$ cat config.mk
export PLATFORM = sky130hd
export DESIGN_NAME = latdec_top
export DESIGN_NICKNAME = d
export VERILOG_FILES = /design/src/rtl/latdec_pkg.sv /design/src/rtl/latdec_addr_hold.sv /design/src/rtl/latdec_onehot.sv /design/src/rtl/latdec_out_stage.sv /design/src/rtl/latdec_top.sv
export SDC_FILE = /design/constraint.sdc
export NUM_CORES = 1
export LEC_CHECK = 0
export BUFFER_PORTS_ARGS = -buffer_cell sky130_fd_sc_hd__buf_2
export CAP_MARGIN = 0
export CORE_AREA = 5 5 42 44
export CTS_BUF_LIST = sky130_fd_sc_hd__clkbuf_16
export CTS_CLUSTER_DIAMETER = 150
export DETAILED_ROUTE_END_ITERATION = 6
export DIE_AREA = 0 0 47 49
export GPL_TIMING_DRIVEN = 0
export SLEW_MARGIN = 40
export SYNTH_ARGS = -nofsm -noshare
export SYNTH_HDL_FRONTEND = slang
export SYNTH_SLANG_ARGS = --single-unit
$ cat constraint.sdc
create_clock -name clk_i -period 1.72 [get_ports clk_i]
set_input_delay 0.172 -clock clk_i [delete_from_list [all_inputs] [get_ports clk_i]]
set_output_delay 0.172 -clock clk_i [all_outputs]
set_load 0.005 [all_outputs]
$ cat src/rtl/latdec_pkg.sv
// latdec_pkg: shared types for the latched-address decoder.
// Assumes: nothing beyond IEEE 1800-2017.
package latdec_pkg;

    // Output enable pair; the outputs are active only when en_low_n = 0 and en_high = 1
    typedef struct packed {
        logic en_low_n;
        logic en_high;
    } latdec_en_t;

    // True when the enable pair permits output
    function automatic logic latdec_enabled(input latdec_en_t en);
        return (!en.en_low_n) && en.en_high;
    endfunction

endpackage

$ cat src/rtl/latdec_addr_hold.sv
// latdec_addr_hold: clocked address hold stage.
// While hold_i is low, the stage passes the live address through. On the first
// edge where hold_i is seen high, it captures the address sampled at that edge
// and keeps it while hold_i stays high.
// Assumes: hold_i and addr_i are synchronous to clk_i.
module latdec_addr_hold #(
    parameter int ADDR_W = 3
) (
    input  logic              clk_i,
    input  logic              rst_n_i,
    input  logic [ADDR_W-1:0] addr_i,
    input  logic              hold_i,
    output logic [ADDR_W-1:0] sel_o
);

    logic [ADDR_W-1:0] held_q;
    logic              hold_seen_q;
    logic              take_live;

    // Take the live address while passing through, or on the first held edge
    always_comb begin
        take_live = (!hold_i) || (!hold_seen_q);
        sel_o     = take_live ? addr_i : held_q;
    end

    // Store the selected address and remember the last sampled hold level
    always_ff @(posedge clk_i) begin
        if (!rst_n_i) begin
            held_q      <= '0;
            hold_seen_q <= 1'b0;
        end else begin
            held_q      <= sel_o;
            hold_seen_q <= hold_i;
        end
    end


    capture_first_edge_chk: assert property (@(posedge clk_i) disable iff (!rst_n_i)
        (hold_i && !hold_seen_q) |=> (held_q == $past(addr_i)));


    held_addr_stable_chk: assert property (@(posedge clk_i) disable iff (!rst_n_i)
        (hold_i && hold_seen_q) |=> $stable(held_q));


    pass_through_chk: assert property (@(posedge clk_i) disable iff (!rst_n_i)
        (!hold_i) |=> (held_q == $past(addr_i)));

endmodule

$ cat src/rtl/latdec_onehot.sv
// latdec_onehot: binary to one-hot decoder, bit 0 of sel_i least significant.
// Assumes: sel_i is a valid binary value; purely combinational.
module latdec_onehot #(
    parameter int ADDR_W = 3,
    parameter int OUT_N  = 1 << ADDR_W
) (
    input  logic [ADDR_W-1:0] sel_i,
    output logic [OUT_N-1:0]  dec_o
);

    // One comparator per output line
    for (genvar i = 0; i < OUT_N; i++) begin : g_line
        assign dec_o[i] = (sel_i == ADDR_W'(i));
    end

endmodule

$ cat src/rtl/latdec_out_stage.sv
// latdec_out_stage: registers the decoded lines, gated by the enable pair.
// Assumes: dec_i is one-hot; the enables touch only this stage.
module latdec_out_stage #(
    parameter int OUT_N = 8
) (
    input  logic                   clk_i,
    input  logic                   rst_n_i,
    input  latdec_pkg::latdec_en_t en_i,
    input  logic [OUT_N-1:0]       dec_i,
    output logic [OUT_N-1:0]       y_o
);

    logic active;

    // Decide whether the lines may be driven this cycle
    always_comb begin
        active = latdec_pkg::latdec_enabled(en_i);
    end

    // Register the gated lines
    always_ff @(posedge clk_i) begin
        if (!rst_n_i) begin
            y_o <= '0;
        end else begin
            y_o <= active ? dec_i : '0;
        end
    end


    decode_onehot_chk: assert property (@(posedge clk_i) disable iff (!rst_n_i)
        $onehot(dec_i));

endmodule

$ cat src/rtl/latdec_top.sv
// latdec_top: latched-address 3-to-8 one-hot decoder, clocked form.
// Inputs are sampled on the rising edge of clk_i; y_o reflects the previous edge.
// Assumes: all inputs are synchronous to clk_i; rst_n_i is synchronous, active low.
module latdec_top #(
    parameter int ADDR_W = 3,
    localparam int OUT_N = 1 << ADDR_W
) (
    input  logic              clk_i,
    input  logic              rst_n_i,
    input  logic [ADDR_W-1:0] addr_i,
    input  logic              hold_i,
    input  logic              en_low_n_i,
    input  logic              en_high_i,
    output logic [OUT_N-1:0]  y_o
);

    logic [ADDR_W-1:0]      sel;
    logic [OUT_N-1:0]       dec;
    latdec_pkg::latdec_en_t en;

    // Bundle the enable pins
    always_comb begin
        en.en_low_n = en_low_n_i;
        en.en_high  = en_high_i;
    end

    latdec_addr_hold #(.ADDR_W(ADDR_W)) hold_i_u (
        .clk_i   (clk_i),
        .rst_n_i (rst_n_i),
        .addr_i  (addr_i),
        .hold_i  (hold_i),
        .sel_o   (sel)
    );

    latdec_onehot #(.ADDR_W(ADDR_W), .OUT_N(OUT_N)) dec_u (
        .sel_i (sel),
        .dec_o (dec)
    );

    latdec_out_stage #(.OUT_N(OUT_N)) out_u (
        .clk_i   (clk_i),
        .rst_n_i (rst_n_i),
        .en_i    (en),
        .dec_i   (dec),
        .y_o     (y_o)
    );


    reset_clear_chk: assert property (@(posedge clk_i)
        (!rst_n_i) |=> (y_o == '0));


    disabled_low_chk: assert property (@(posedge clk_i) disable iff (!rst_n_i)
        (en_low_n_i || !en_high_i) |=> (y_o == '0));


    live_decode_chk: assert property (@(posedge clk_i) disable iff (!rst_n_i)
        (!hold_i && !en_low_n_i && en_high_i) |=> (y_o == (OUT_N'(1) << $past(addr_i))));


    out_exclusive_chk: assert property (@(posedge clk_i) disable iff (!rst_n_i)
        $onehot0(y_o));

endmodule

# After elaboration in Yosys (flattened, before gate mapping)
# Index checks and enable logic that the tools add are counted.
[word_totals] ff_bits=12 latch_bits=0 ramBits=0 romBits=0 input_bits=8 output_inout_bits=8 elab_cells=18 n_memories=0
[classes] addsub=0 multipliers=0 n_div=0 order_cmp=0 eq_ne=7 n_shift=0 n_mux=1 n_bitwise=0 reduce_logical=7
[op_table] op="equality test 3 bit (second input constant)" n=4
[op_table] op="equality test 3 x 2 -> 1 bit (second input constant)" n=2
[op_table] op="equality test 3 x 1 -> 1 bit (second input constant)" n=1
[op_table] op="zero test 1 bit" n=3
[op_table] op="zero test 3 bit" n=1
[op_table] op="2-to-1 mux 3 bit" n=1
[op_table] op="AND reduction 2 bit" n=1
[op_table] op="logical AND 1 bit" n=1
[op_table] op="logical OR 1 bit" n=1

# Logic depth before layout (Yosys ltp)
[depth] depth_word=4 depth_mapped=4 depth_no_buf=3

# Cells and area by module
# From an unflattened synthesis, not the netlist that was laid out.
[unflattened] hier_cells=43 area_unflattened_um2=503.0
[by_module_without_submodules] mod="latdec_out_stage" instances=1 cells_each=16 area_per_inst_um2=240.2 seq_area_each_um2=160.2
[by_module_without_submodules] mod="latdec_addr_hold" instances=1 cells_each=19 area_per_inst_um2=197.7 seq_area_each_um2=80.1
[by_module_without_submodules] mod="latdec_onehot" instances=1 cells_each=8 area_per_inst_um2=65.1 seq_area_each_um2=0.0

# Worst setup path after synthesis
# Ideal clock, no wire load.
[synth_path] kind="register -> register" from="reg hold_i_u.hold_seen_q" to="reg out_u.y_o[4]" setup_ns=0.064 t_arrival_ns=0.902 required_time_ns=1.656 slack_ns=0.753 path_stages_with_launch=5 path_buffers=1 period_less_slack_ns=0.967 path_cell_list="dfxtp_1 > buf_6 > a21bo_1 > a21bo_1 > nor2_1"
[synth_between] elab_chain_cells=4
[synth_lines] element="from (decl)" line="latdec_addr_hold.sv:17" rtl="logic hold_seen_q;"
[synth_lines] element="from (signal assigned)" line="latdec_addr_hold.sv:33" rtl="hold_seen_q <= hold_i;"
[synth_lines] element="zero test 1 bit" line="latdec_addr_hold.sv:22" rtl="take_live = (!hold_i) || (!hold_seen_q);"
[synth_lines] element="logical OR 1 bit" line="latdec_addr_hold.sv:22"
[synth_lines] element="2-to-1 mux 3 bit" line="latdec_addr_hold.sv:23" rtl="sel_o = take_live ? addr_i : held_q;"
[synth_lines] element="equality test 3 bit" line="latdec_onehot.sv:13" rtl="assign dec_o[i] = (sel_i == ADDR_W'(i));"
[synth_lines] element="to (signal assigned)" line="latdec_out_stage.sv:25" rtl="y_o <= active ? dec_i : '0;"
[synth_lines] element="to (decl)" line="latdec_out_stage.sv:10" rtl="output logic [OUT_N-1:0] y_o"
# Every way passes these cells.
# A chain may end at the register's enable or synchronous reset.

# Worst setup path after layout
# Ends and elaborated chain as after synthesis.

==> results_dict.tcl <==
set metrics [dict create \
    path_clk_slew_ns 0.04 \
    max-vdd-ir-drop_mv 0.556 \
    final_nets 73 \
    r2r_slack_ns 0.69 \
    wirelength_um 838 \
    num_rows 14 \
    post_cts_buffers 0 \
    max_slew_margin 0.866 \
    dp_hpwl_um 649 \
    wire_per_inst_um 10.6 \
    arrival_ns 1.20 \
    maxSlewViolCount 0 \
    clock_latency_ns 0.23 \
    final_common_cell "buf_2" \
    slowest_stage "dfxtp_1" \
    cts_tree "built" \
    fillers 151 \
    first_pass_iters 2 \
    cp-startpoint "hold_i_u.hold_seen_q$_SDFF_PN0_" \
    grt_util_all_layers 0.0885 \
    core-area_um2 1400 \
    timing.rr.start "hold_i_u.hold_seen_q$_SDFF_PN0_" \
    worstPathRequired_ns 1.89 \
    antenna_left 0 \
    htreeDepth 1 \
    fmax_ghz 0.972 \
    synth.avg_cell_area_um2 9.76 \
    grt_setup_unrepaired "no" \
    die_x_um 47 \
    first_global_vias 338 \
    portBuffers 14 \
    post-route-period-util 0.598 \
    antenna_found_initial 0 \
    die_y_um 49 \
    place_congestion 0.823 \
    clock_sinks 12 \
    endpoint "out_u.y_o[4]$_SDFF_PN0_" \
    die-area_um2 2300 \
    syn_nets 54 \
    crit_top_cell "a21bo_1" \
    reg2reg_depth 4 \
    setup_violations 0 \
    max-cap-violations 0 \
    path_max_fanout 9 \
    layout.cells.non_filler 79 \
    via_count 380 \
    grt_pass1_wl_mm 1.43 \
    drive_gt1_frac 0.302 \
    power.leakage_nw 0.297 \
    clock_skew_ns 0.000758 \
    start_kind "flop" \
    antenna_cells 0 \
    end_kind "flop" \
    utilization 0.438 \
    finalHoldViolations 0 \
    seq_area_frac_synth 0.535 \
    path_cells "buf_6, a21bo_1, a21bo_1, nor2_1" \
    cts-root-buf "clkbuf_16" \
    cts_buffers 3 \
    synth_cell_types 15 \
    grt.overflow.total 0 \
    fin_crit_ns 1.03 \
    viasPerCell 4.81 \
    io_pins 16 \
    power_density_nw_per_um2 1200 \
    netlist_area_um2 449 \
    dp_cells 76 \
    hold_slack_ns 0.198 \
    critPathKind "reg2reg" \
    reg2reg_to "out_u.y_o[4]$_SDFF_PN0_" \
    cts_buffer_depth 2 \
    final_cell_mix "buf_2 (15), dfxtp_1 (12), nor2_1 (8)" \
    syn_to_final_growth_pct 36.8 \
    min_path_type "in2reg" \
    outcome "completed" \
    synth-seq-cells 12 \
    max_stage_delay_ns 0.30 \
    start_util 0.321 \
    dr.first_iter.drc_count 3 \
    tightest_slew_ns 0.200 \
    finalSetupTns_ns 0 \
    drc_errors 0 \
    cts_resized 0 \
    synthCells 46 \
    ys.warnings.count 0 \
    grt_max_degree 11 \
    hold_buffers 0 \
]
## power breakdown
part,switching [W],total (W),internal (W)
clock,0.000100,0.000401,0.000301
sequential,0.00000408,0.000291,0.000287
combinational,0.0000221,0.0000431,0.0000210
total,0.000126,0.000736,0.000609
## through the flow
| stage | power [W] | cell area [um2] | setup slack (ns) |
|---|---|---|---|
| 2_1_floorplan | 0.000323 | 449 | 0.753 |
| 3_3_place_gp | 0.000338 | 539 | 0.695 |
| 3_5_place_dp | 0.000339 | 539 | 0.698 |
| 4_1_cts | 0.000744 | 614 | 0.686 |
| 5_1_grt | 0.000767 | 614 | 0.589 |
| 6_report | 0.000736 | 614 | 0.691 |
## worst min-delay path by stage
stage                  from                         endpoint  slack (ns)  cells after the start
floorplan           rst_n_i  hold_i_u.hold_seen_q$_SDFF_PN0_        0.29                      1
global placement    rst_n_i  hold_i_u.hold_seen_q$_SDFF_PN0_        0.43                      2
detailed placement  rst_n_i  hold_i_u.hold_seen_q$_SDFF_PN0_        0.44                      2
CTS                 rst_n_i  hold_i_u.hold_seen_q$_SDFF_PN0_        0.20                      2
global route        rst_n_i  hold_i_u.hold_seen_q$_SDFF_PN0_        0.21                      2
finish              rst_n_i  hold_i_u.hold_seen_q$_SDFF_PN0_        0.20                      2
## cell usage after synthesis
master,number,share of area
and4_1,1,0.020
nand2_1,3,0.025
nor2_1,8,0.067
a21boi_0,3,0.050
a31oi_1,4,0.056
and3b_1,1,0.020
dfxtp_1,12,0.53
and2_1,1,0.014
nand3_1,4,0.045
a21bo_1,2,0.045
and4b_1,2,0.045
inv_1,2,0.017
buf_2,1,0.011
buf_6,1,0.025
and4bb_1,1,0.028
## critical path, delay by kind of cell (launching register included)
kind | cells | cell delay (ns)
DFF | 1 | 0.30
AOI/OAI and AO/OA | 2 | 0.44
and+or+nand+nor | 1 | 0.10
buffers and inverters | 1 | 0.13
## registers in the layout, summed over array words and instances (netlist names)
| register | count |
|---|---|
| out_u.y_o | 8 |
| hold_i_u.hold_seen_q | 1 |
| hold_i_u.held_q | 3 |
## layer usage
| metal | wire, um | GRT usage | vias up |
|---|---|---|---|
| met1 | 372 | 0.109 | 167 |
| li1 | - | - | 198 |
| met2 | 366 | 0.118 | 13 |
| met4 | 18 | 0.0691 | 0 |
| met3 | 81 | 0.0332 | 2 |
| met5 | 0 | 0 | - |
## cell families (layout without fill, tap and decap cells)
group                  count (synthesis)  in the layout  share of synthesized area
and+or+nand+nor                       21             21                      0.262
AOI/OAI and AO/OA                      9              9                      0.150
DFF                                   12             12                      0.535
buffers and inverters                  4             21                     0.0529
## area by class of cell
cell class	instances	area (um2)	area share
Clock buffer	3	75.1	0.122
Timing Repair Buffer	14	70.1	0.114
Buffer	2	16.3	0.0265
Sequential cell	12	240	0.391
Tap cell	16	20.0	0.0326
Multi-Input combinational cell	30	185	0.301
Inverter	2	7.51	0.0122
Power figures use the tool's default switching activity.
